`src/rtl/fecc_pkg.sv`:
```
package fecc_pkg;
  localparam int REG_W   = 32;
  localparam int SEL_W   = 3;
  localparam logic [REG_W-1:0] UNLOCK_VALUE = 32'h5ECC_ACCE;

  localparam logic [SEL_W-1:0] SEL_KEY  = 3'd0;
  localparam logic [SEL_W-1:0] SEL_CFG  = 3'd1;
  localparam logic [SEL_W-1:0] SEL_ENLO = 3'd2;
  localparam logic [SEL_W-1:0] SEL_ENHI = 3'd3;
  localparam logic [SEL_W-1:0] SEL_ADDR = 3'd4;

  // bit 0 of each select: double-bit errors, bit 1: single-bit errors
  typedef struct packed {
    logic [1:0] irq_sel;
    logic [1:0] fault_sel;
    logic       bypass;
  } ecc_cfg_t;

  localparam int CFG_W = $bits(ecc_cfg_t);
endpackage

```
`src/rtl/fecc_cfg_regs.sv`:
```
module fecc_cfg_regs
  import fecc_pkg::*;
(
  input  logic             clk,
  input  logic             rst,
  input  logic             reg_wr,
  input  logic [SEL_W-1:0] reg_sel,
  input  logic [REG_W-1:0] reg_wdata,
  output ecc_cfg_t         cfg
);
  logic [REG_W-1:0] key_q;
  ecc_cfg_t         cfg_q;
  logic             wr_key, wr_cfg, unlocked;

  assign wr_key   = reg_wr && (reg_sel == SEL_KEY);
  assign wr_cfg   = reg_wr && (reg_sel == SEL_CFG);
  assign unlocked = (key_q == UNLOCK_VALUE);

  always_ff @(posedge clk) begin
    if (rst) begin
      key_q <= '0;
      cfg_q <= '0;
    end else begin
      if (wr_cfg) begin
        key_q <= '0;
        if (unlocked) cfg_q <= ecc_cfg_t'(reg_wdata[CFG_W-1:0]);
      end else if (wr_key) begin
        key_q <= reg_wdata;
      end
    end
  end

  assign cfg = cfg_q;

  // the unlock value never survives a configuration write
  a_r1_key_single_use: assert property (@(posedge clk) disable iff (rst)
    wr_cfg |=> (key_q == '0));

  // a configuration write without the unlock changes nothing
  a_r2_locked_write_dropped: assert property (@(posedge clk) disable iff (rst)
    (wr_cfg && !unlocked) |=> $stable(cfg_q));
endmodule

```
`src/rtl/fecc_report.sv`:
```
module fecc_report
  import fecc_pkg::*;
#(
  parameter int WORD_W = 64
) (
  input  logic                clk,
  input  logic                rst,
  input  ecc_cfg_t            cfg,
  input  logic                rd_beat,
  input  logic                ecc_sgl,
  input  logic                ecc_dbl,
  input  logic [WORD_W-1:0]   rd_raw,
  input  logic                rd_upper,
  input  logic [WORD_W/2-1:0] rd_fixed,
  output logic [WORD_W/2-1:0] rd_data,
  output logic                ecc_irq,
  output logic                ecc_fault
);
  localparam int HALF_W = WORD_W / 2;

  logic              live, is_dbl, is_sgl, irq_d, fault_d;
  logic [HALF_W-1:0] raw_half, data_d;

  always_comb begin
    live     = rd_beat && !cfg.bypass;
    is_dbl   = ecc_dbl;
    is_sgl   = ecc_sgl && !ecc_dbl;
    irq_d    = live && ((is_dbl && cfg.irq_sel[0])   || (is_sgl && cfg.irq_sel[1]));
    fault_d  = live && ((is_dbl && cfg.fault_sel[0]) || (is_sgl && cfg.fault_sel[1]));
    raw_half = rd_upper ? rd_raw[WORD_W-1:HALF_W] : rd_raw[HALF_W-1:0];
    data_d   = rd_data;
    if (rd_beat) data_d = cfg.bypass ? raw_half : rd_fixed;
  end

  always_ff @(posedge clk) begin
    if (rst) begin
      ecc_irq   <= 1'b0;
      ecc_fault <= 1'b0;
      rd_data   <= '0;
    end else begin
      ecc_irq   <= irq_d;
      ecc_fault <= fault_d;
      rd_data   <= data_d;
    end
  end

  // bypass mode never reports
  a_r6_bypass_silent: assert property (@(posedge clk) disable iff (rst)
    (rd_beat && cfg.bypass) |=> !(ecc_irq || ecc_fault));

  // no beat, no report
  a_r11_no_beat_no_pulse: assert property (@(posedge clk) disable iff (rst)
    !rd_beat |=> !(ecc_irq || ecc_fault));

  // a beat with a double-bit flag is never reported as single-bit
  a_r5_double_wins: assert property (@(posedge clk) disable iff (rst)
    (rd_beat && ecc_dbl && cfg.irq_sel == 2'b10) |=> !ecc_irq);
endmodule

```
`src/rtl/fecc_abort.sv`:
```
module fecc_abort
  import fecc_pkg::*;
#(
  parameter int NUM_IRQ = 55,
  parameter int ADDR_W  = 32
) (
  input  logic               clk,
  input  logic               rst,
  input  logic               reg_wr,
  input  logic [SEL_W-1:0]   reg_sel,
  input  logic [REG_W-1:0]   reg_wdata,
  input  logic [NUM_IRQ-1:0] irq_lines,
  input  logic               cmd_busy,
  input  logic               cmd_write,
  input  logic [ADDR_W-1:0]  cmd_addr,
  output logic [NUM_IRQ-1:0] abort_en,
  output logic [ADDR_W-1:0]  abort_addr,
  output logic               cmd_abort
);
  localparam int LO_W = REG_W;
  localparam int HI_W = NUM_IRQ - LO_W;

  logic [NUM_IRQ-1:0] en_q;
  logic               hit, start;

  always_ff @(posedge clk) begin
    if (rst) begin
      en_q <= '0;
    end else if (reg_wr) begin
      if (reg_sel == SEL_ENLO) en_q[LO_W-1:0]       <= reg_wdata;
      if (reg_sel == SEL_ENHI) en_q[NUM_IRQ-1:LO_W] <= reg_wdata[HI_W-1:0];
    end
  end

  assign hit   = cmd_busy && |(irq_lines & en_q);
  assign start = hit && !cmd_abort;

  always_ff @(posedge clk) begin
    if (rst) cmd_abort <= 1'b0;
    else     cmd_abort <= hit;
  end

  // capture register has no reset: contents undefined until first abort
  always_ff @(posedge clk) begin
    if (start && cmd_write) abort_addr <= cmd_addr;
  end

  assign abort_en = en_q;

  // an idle engine is never asked to abort
  a_r8_idle_no_abort: assert property (@(posedge clk) disable iff (rst)
    !cmd_busy |=> !cmd_abort);

  // the captured address is frozen while the abort persists
  a_r9_addr_held: assert property (@(posedge clk) disable iff (rst)
    (cmd_abort && hit) |=> $stable(abort_addr));
endmodule

```
`src/rtl/flash_ecc_guard.sv`:
```
module flash_ecc_guard
  import fecc_pkg::*;
#(
  parameter int NUM_IRQ = 55,
  parameter int ADDR_W  = 32,
  parameter int WORD_W  = 64
) (
  input  logic                clk,
  input  logic                rst,
  input  logic                reg_wr,
  input  logic [SEL_W-1:0]    reg_sel,
  input  logic [REG_W-1:0]    reg_wdata,
  output logic [REG_W-1:0]    reg_rdata,
  input  logic                rd_beat,
  input  logic                ecc_sgl,
  input  logic                ecc_dbl,
  input  logic [WORD_W-1:0]   rd_raw,
  input  logic                rd_upper,
  input  logic [WORD_W/2-1:0] rd_fixed,
  output logic [WORD_W/2-1:0] rd_data,
  output logic                ecc_irq,
  output logic                ecc_fault,
  input  logic [NUM_IRQ-1:0]  irq_lines,
  input  logic                cmd_busy,
  input  logic                cmd_write,
  input  logic [ADDR_W-1:0]   cmd_addr,
  output logic                cmd_abort
);
  localparam int HI_W = NUM_IRQ - REG_W;

  ecc_cfg_t           cfg;
  logic [NUM_IRQ-1:0] abort_en;
  logic [ADDR_W-1:0]  abort_addr;
  logic [REG_W-1:0]   rdata_d;

  fecc_cfg_regs u_cfg (
    .clk(clk), .rst(rst), .reg_wr(reg_wr), .reg_sel(reg_sel),
    .reg_wdata(reg_wdata), .cfg(cfg)
  );

  fecc_report #(.WORD_W(WORD_W)) u_report (
    .clk(clk), .rst(rst), .cfg(cfg), .rd_beat(rd_beat),
    .ecc_sgl(ecc_sgl), .ecc_dbl(ecc_dbl), .rd_raw(rd_raw),
    .rd_upper(rd_upper), .rd_fixed(rd_fixed), .rd_data(rd_data),
    .ecc_irq(ecc_irq), .ecc_fault(ecc_fault)
  );

  fecc_abort #(.NUM_IRQ(NUM_IRQ), .ADDR_W(ADDR_W)) u_abort (
    .clk(clk), .rst(rst), .reg_wr(reg_wr), .reg_sel(reg_sel),
    .reg_wdata(reg_wdata), .irq_lines(irq_lines), .cmd_busy(cmd_busy),
    .cmd_write(cmd_write), .cmd_addr(cmd_addr), .abort_en(abort_en),
    .abort_addr(abort_addr), .cmd_abort(cmd_abort)
  );

  always_comb begin
    rdata_d = '0;
    case (reg_sel)
      SEL_CFG:  rdata_d[CFG_W-1:0]  = cfg;
      SEL_ENLO: rdata_d             = abort_en[REG_W-1:0];
      SEL_ENHI: rdata_d[HI_W-1:0]   = abort_en[NUM_IRQ-1:REG_W];
      SEL_ADDR: rdata_d[ADDR_W-1:0] = abort_addr;
      default:  rdata_d             = '0;
    endcase
  end

  always_ff @(posedge clk) begin
    if (rst) reg_rdata <= '0;
    else     reg_rdata <= rdata_d;
  end

  // reserved bits of the configuration and high enable registers stay zero
  a_r10_reserved_zero: assert property (@(posedge clk) disable iff (rst)
    (reg_sel == SEL_CFG) |=> (reg_rdata[REG_W-1:CFG_W] == '0));
  a_r7_hi_reserved_zero: assert property (@(posedge clk) disable iff (rst)
    (reg_sel == SEL_ENHI) |=> (reg_rdata[REG_W-1:HI_W] == '0));
endmodule

```
`config.mk`:
```
export PLATFORM = sky130hd
export DESIGN_NAME = flash_ecc_guard
export DESIGN_NICKNAME = d
export VERILOG_FILES = /design/src/rtl/fecc_pkg.sv /design/src/rtl/fecc_cfg_regs.sv /design/src/rtl/fecc_report.sv /design/src/rtl/fecc_abort.sv /design/src/rtl/flash_ecc_guard.sv
export SDC_FILE = /design/constraint.sdc
export NUM_CORES = 1
export LEC_CHECK = 0
export BUFFER_PORTS_ARGS = -buffer_cell sky130_fd_sc_hd__buf_2
export CORE_MARGIN = 3
export CORE_UTILIZATION = 50
export CTS_BUF_LIST = sky130_fd_sc_hd__clkbuf_16
export DETAILED_ROUTE_END_ITERATION = 7
export HOLD_SLACK_MARGIN = 0.08
export PLACE_DENSITY = 0.79
export SLEW_MARGIN = 20
export SYNTH_ARGS = -nofsm -noshare
export SYNTH_HDL_FRONTEND = slang
export SYNTH_HIERARCHICAL = 1
export SYNTH_SLANG_ARGS = --single-unit
```
`constraint.sdc`:
```
create_clock -name clk -period 5.6 [get_ports clk]
set_input_delay 0.56 -clock clk [delete_from_list [all_inputs] [get_ports clk]]
set_output_delay 0.56 -clock clk [all_outputs]
set_load 0.05 [all_outputs]
```
Yosys cells after proc, flatten, opt, wreduce, memory -nomap -nowiden:

Cells that the tools add are included.

* bits in registers: 191
* output and inout bits: 67
* logic and storage cells: 47

* equality and inequality tests: 5
* muxes and demuxes: 5
* bitwise operators: 1
* reduce and logical (&&, ||, !) cells: 24

Operator list (count)
* 32-bit two-way mux: 2
* 55-bit bitwise AND: 1
* 55-bit OR reduction: 1
* 18-bit case mux with 3 select lines: 1
* 32-bit by 31-bit equality test with 1-bit output, second input constant: 1
* 5-bit case mux with 4 select lines: 1
* 9-bit case mux with 2 select lines: 1
* 1-bit logical AND: 13
* 3-bit by 2-bit equality test with 1-bit output, second input constant: 2
* 2-bit AND reduction: 3
* 3-bit by 1-bit equality test with 1-bit output, second input constant: 1
* 3-bit equality test, second input constant: 1
* 1-bit logical NOT: 3
* 3-bit logical NOT: 1
* 1-bit logical OR: 2
* 2-bit OR reduction: 1

Logic depth before layout (Yosys ltp):

* depth in word-level cells: 5
* mapped depth: 6
* gate-level depth less buffers: 5

Hierarchy:

The synthesis kept the hierarchy.

By module, submodules not included
* fecc_abort: instances 1, cells an instance 310, area an instance 3206.8 sq um
* fecc_report: instances 1, cells an instance 191, area an instance 1920.6 sq um
* fecc_cfg_regs: instances 1, cells an instance 179, area an instance 1554.0 sq um
* flash_ecc_guard: instances 1, cells an instance 171, area an instance 1554.0 sq um

Worst setup path after synthesis:

Ideal clock, no wire load.

* kind: input port to flip-flop
* start point: input irq_lines[18]
* end point: register u_abort.abort_addr[0], enable pin
* data arrival time: 4.024 ns
* required time: 5.097 ns
* path slack: 1.074 ns
* stages: 5
* cells stage by stage: a22o_1 > a221oi_2 > nand4_1 > nor4_2 > nor4bb_1

* cells in the longest elaborated chain, start to end: 5

Ends and longest elaborated chain
* from (decl): line flash_ecc_guard.sv:23 `input logic [NUM_IRQ-1:0] irq_lines,`
* 55-bit bitwise AND: line fecc_abort.sv:35 `assign hit = cmd_busy && |(irq_lines & en_q);`
* 55-bit OR reduction: line fecc_abort.sv:35
* 1-bit logical AND: line fecc_abort.sv:35
* 1-bit logical AND: line fecc_abort.sv:36 `assign start = hit && !cmd_abort;`
* 1-bit logical AND: line fecc_abort.sv:45 `if (start && cmd_write) abort_addr <= cmd_addr;`
* to (signal assigned): line fecc_abort.sv:45
* to (decl): line fecc_abort.sv:17 `output logic [ADDR_W-1:0] abort_addr,`

No other way between the ends.
A chain may end at the register's enable or synchronous reset.

Worst setup path after layout:

* start point: register u_abort.en_q[29], in the netlist u_abort/abort_en[29]
* end point: register u_abort.abort_addr[17], enable pin

* cells in the longest elaborated chain, start to end: 5

Ends and longest elaborated chain
* from (decl): line fecc_abort.sv:23 `logic [NUM_IRQ-1:0] en_q;`
* from (signal, indexed assignment): line fecc_abort.sv:30 `if (reg_sel == SEL_ENLO) en_q[LO_W-1:0] <= reg_wdata;`
* from (signal, indexed assignment): line fecc_abort.sv:31 `if (reg_sel == SEL_ENHI) en_q[NUM_IRQ-1:LO_W] <= reg_wdata[HI_W-1:0];`
* 55-bit bitwise AND: line fecc_abort.sv:35
* 55-bit OR reduction: line fecc_abort.sv:35
* 1-bit logical AND: line fecc_abort.sv:35
* 1-bit logical AND: line fecc_abort.sv:36
* 1-bit logical AND: line fecc_abort.sv:45

No other way between the ends.

==> impl_summary.txt <==
----------------------------------------------------
[Clock network]
  Root Buffer ... sky130_fd_sc_hd__clkbuf_16
  Clk sinks ... 191
  Clock latency of the later-clocked register in the worst-skew pair ... 0.43 ns
  CTS resizes ... 0
  Number of buffers inserted by post-CTS setup repair ... 0
  Number of hold buffers added after CTS ... 0
  CTS max path bufs ... 2
  Number of levels in the clock H-tree ... 4
  CTS tree ... built
  Reg clk slew, reported paths ... 0.08 ns
  Cts bufs inserted ... 17

[Timing]
  Slew of the pin with the lowest slew margin ... 1.004 ns
  Sum Neg Setup Slack ... 0 ns
  Final max-slew violation count ... 0
  Worst hold-check slack ... 0.2998 ns
  Worst clock skew ... 0.01067 ns
  Setup repair after global routing missed its margin ... false
  Worst slew slack as a fraction of its limit ... 32.76%
  Final Hold Fails ... 0
  Max Clk Rate ... 0.3912 GHz
  Final critical-path share of the clock period ... 45.65%
  Final setup violation count ... 0
  Post-route minimum period ... 2.556 ns

[Worst setup path]
  Arrival time at the worst endpoint ... 2.66 ns
  Critical path endpoint category ... flop
  Sequence of cells on the critical path ... a22o_1 > a221oi_2 > nand4_1 > nor4_2 > nor4bb_4 > buf_4
  Type of the worst setup path ... flop to flop
  Maximum single-stage delay on the critical path ... 0.82 ns
  Number of buffers and inverters on the critical path ... 1
  Crit-path leading delay family ... simple AND/OR/NAND/NOR gates
  Required time worst endpoint ... 5.71 ns
  Startpoint Class ... flop
  Maximum fanout along the worst path ... 18
  Cell with the largest stage delay on the worst path ... sky130_fd_sc_hd__nor4bb_4

[Drt]
  DRC violation count after routing ... 0
  Final routed wire length divided by cell count ... 19.43 um
  Via count normalized by instance count ... 5.760
  Detailed Routing Iterations Pass 1 ... 5
  Detailed-route via count ... 7,666
  Number of nets with antenna violations after routing ... 0
  Aggregate routed wire length ... 25,860 um
  DRT iter0 DRCs ... 688

[Floorplanning]
  I/O pin cnt ... 294
  Die Width ... 134.3 um
  Initial Utilization ... 51.47%
  Vertical die dimension ... 134.3 um
  Placement row count ... 46
  Area of the core ... 0.01600 sq mm
  DIE AREA ... 0.01805 sq mm

[Min path]
  Worst hold-check path type ... input port to flop

[Final layout]
  Fraction of the core area covered by cells at the end of the flow ... 64.51%
  Number of fillers in the final layout ... 1,371
  Filler-free cell count of the finished design ... 1,331
  Leading cell types in the layout, fill and taps excluded ... sky130_fd_sc_hd__buf_2 (292), sky130_fd_sc_hd__nand2_1 (162), sky130_fd_sc_hd__dfxtp_1 (159)
  Area occupied by multi-input gates ... 0.003774 sq mm
  Area growth, synth to finish ... 25.33%
  Area taken by flip-flops and latches ... 0.004144 sq mm
  Fraction of final layout cells with drive strength greater than 1 ... 32.88%
  NumNets Final ... 1,327
  Most common cell after layout, fill and taps aside ... sky130_fd_sc_hd__buf_2

[Synthesis]
  Area contributors post-synth ... sky130_fd_sc_hd__dfxtp_1 (39%), sky130_fd_sc_hd__edfxtp_1 (12%), sky130_fd_sc_hd__nand2_1 (7.4%)
  Cell count after synthesis ... 851
  Sequential fraction of the synthesis area ... 50.32%
  Library cell with the largest summed area after synthesis ... sky130_fd_sc_hd__dfxtp_1
  Post-synth EDFFs ... 32
  Share of Yosys cell area claimed by the top area cell type ... 38.65%
  Synthesized cell area ... 0.008235 sq mm
  Post-Synthesis Mean Instance Area ... 9.677 sq um
  Yosys warnings ... 6
  Post-synth cell types ... 50
  Number of storage elements in the synthesis netlist ... 191
  Asr flop ratio synth ... 0%
  Total nets after synthesis ... 1,078
  Ys flop type ... sky130_fd_sc_hd__dfxtp_1

[Power]
  Sequential cell fraction of total power ... 48.6%
  Worst IR drop on VDD ... 225.7 uV
  Logic pwr share ... 11.7%
  Clock network power share ... 39.8%
  Leakage power summed over all cells ... 4.070 nW
  Net load switching power ... 0.0008111 W
  Cell Pwr Density ... 292.8 mW/mm^2
  Switching fraction of total power ... 26.84%
  Total Power ... 0.003022 W
  Int Power ... 0.002210 W

[Place]
  HPWL Detailed ... 19,220 um
  Placed cell count ... 1,297
  Quantity of I/O buffers inserted on ports ... 293
  Gpl congestion ... 0.8927

[Global routing]
  Pin count of the biggest net entering global routing ... 110
  Antenna violations before repair ... 2
  Sum of overflow across all layers after global routing ... 0
  Number of global-route vias before repair ... 7,132
  Global-route wire length before repair ... 39,030 um
  Total routing usage reported by global routing ... 27.55%

[Job]
  Max cap viols ... 0

[Outcome]
  Run status ... complete, no violations

----------------------------------------------------
==> worst paths after layout <==
kind	cells after the start	to	slack, ns	from
min	1	u_abort/abort_addr[15]$_DFFE_PP_	0.30	cmd_addr[15]
min reg2reg	2	u_cfg/key_q[13]$_SDFFE_PP0P_	0.45	u_cfg/key_q[13]$_SDFFE_PP0P_
max reg2reg	6	u_abort/abort_addr[17]$_DFFE_PP_	3.04	u_abort/abort_en[29]$_SDFFE_PP0P_
max	6	u_abort/abort_addr[17]$_DFFE_PP_	3.04	u_abort/abort_en[29]$_SDFFE_PP0P_
==> area by class of cell <==
cell class | instances | area share (%)
Sequential cell | 191 | 40.15
Multi-Input combinational cell | 588 | 36.56
Timing Repair Buffer | 300 | 14.74
Clock buffer | 17 | 4.122
Tap cell | 216 | 2.619
Clock inverter | 15 | 1.685
Inverter | 2 | 0.07274
Antenna cell | 2 | 0.04849
==> cells by family (layout without fill, tap and decap cells) <==
group                  count (synthesis)  count (layout)  share of synthesized area, %
other                                  0               2                             0
AOI/OAI and AO/OA                    221             221                         19.04
DFF                                  191             191                         50.32
buffers and inverters                 72             334                         4.224
and+or+nand+nor                      335             335                         22.53
muxes                                 32              32                         3.889
==> state kept, by name (all words and copies together) (netlist names) <==
name	count
reg_rdata	32
u_abort/abort_addr	32
u_abort/abort_en	55
u_abort/cmd_abort	1
u_cfg/cfg	5
u_cfg/key_q	32
u_report/ecc_fault	1
u_report/ecc_irq	1
u_report/rd_data	32
==> power by group through the flow <==
stage	sequential [W]	clock (W)	combinational, W
6_report	0.00147	0.00120	0.000352
5_1_grt	0.00147	0.00128	0.000377
4_1_cts	0.00147	0.00122	0.000351
3_5_place_dp	0.00150	0	0.000350
3_3_place_gp	0.00150	0	0.000345
2_1_floorplan	0.00155	0	0.000145
==> through the flow <==
step / setup slack [ns] / instance area, sq um
after floorplan: 1.074 / 8235
after global placement: 2.954 / 9709
after detailed placement: 2.898 / 9717
after CTS: 3.047 / 10320
after global routing: 2.852 / 10320
final: 3.044 / 10320
==> synth_stat cells (all sizes together) (16+ instances only) <==
cell type  number
a21oi         115
a22oi          16
a32oi          23
buf            33
clkbuf         36
dfxtp         159
edfxtp         32
mux2i          32
nand2         162
nand2b         34
nand3b         36
nor2b          27
o221ai         32
or3b           32
==> layer usage <==
layer,global-route usage [%],wire length [um]
met4,8.371,530
met5,0,0
met3,6.264,2210
met2,48.04,13140
met1,34.05,9974
==> worst reg2reg max path, delay by kind of cell (launching register included) <==
kind | cells | cell delay [ns]
AOI/OAI and AO/OA | 2 | 0.25
and+or+nand+nor | 3 | 1.08
buffers and inverters | 1 | 0.42
DFF | 1 | 0.48
(Power assumes the default switching activity.)
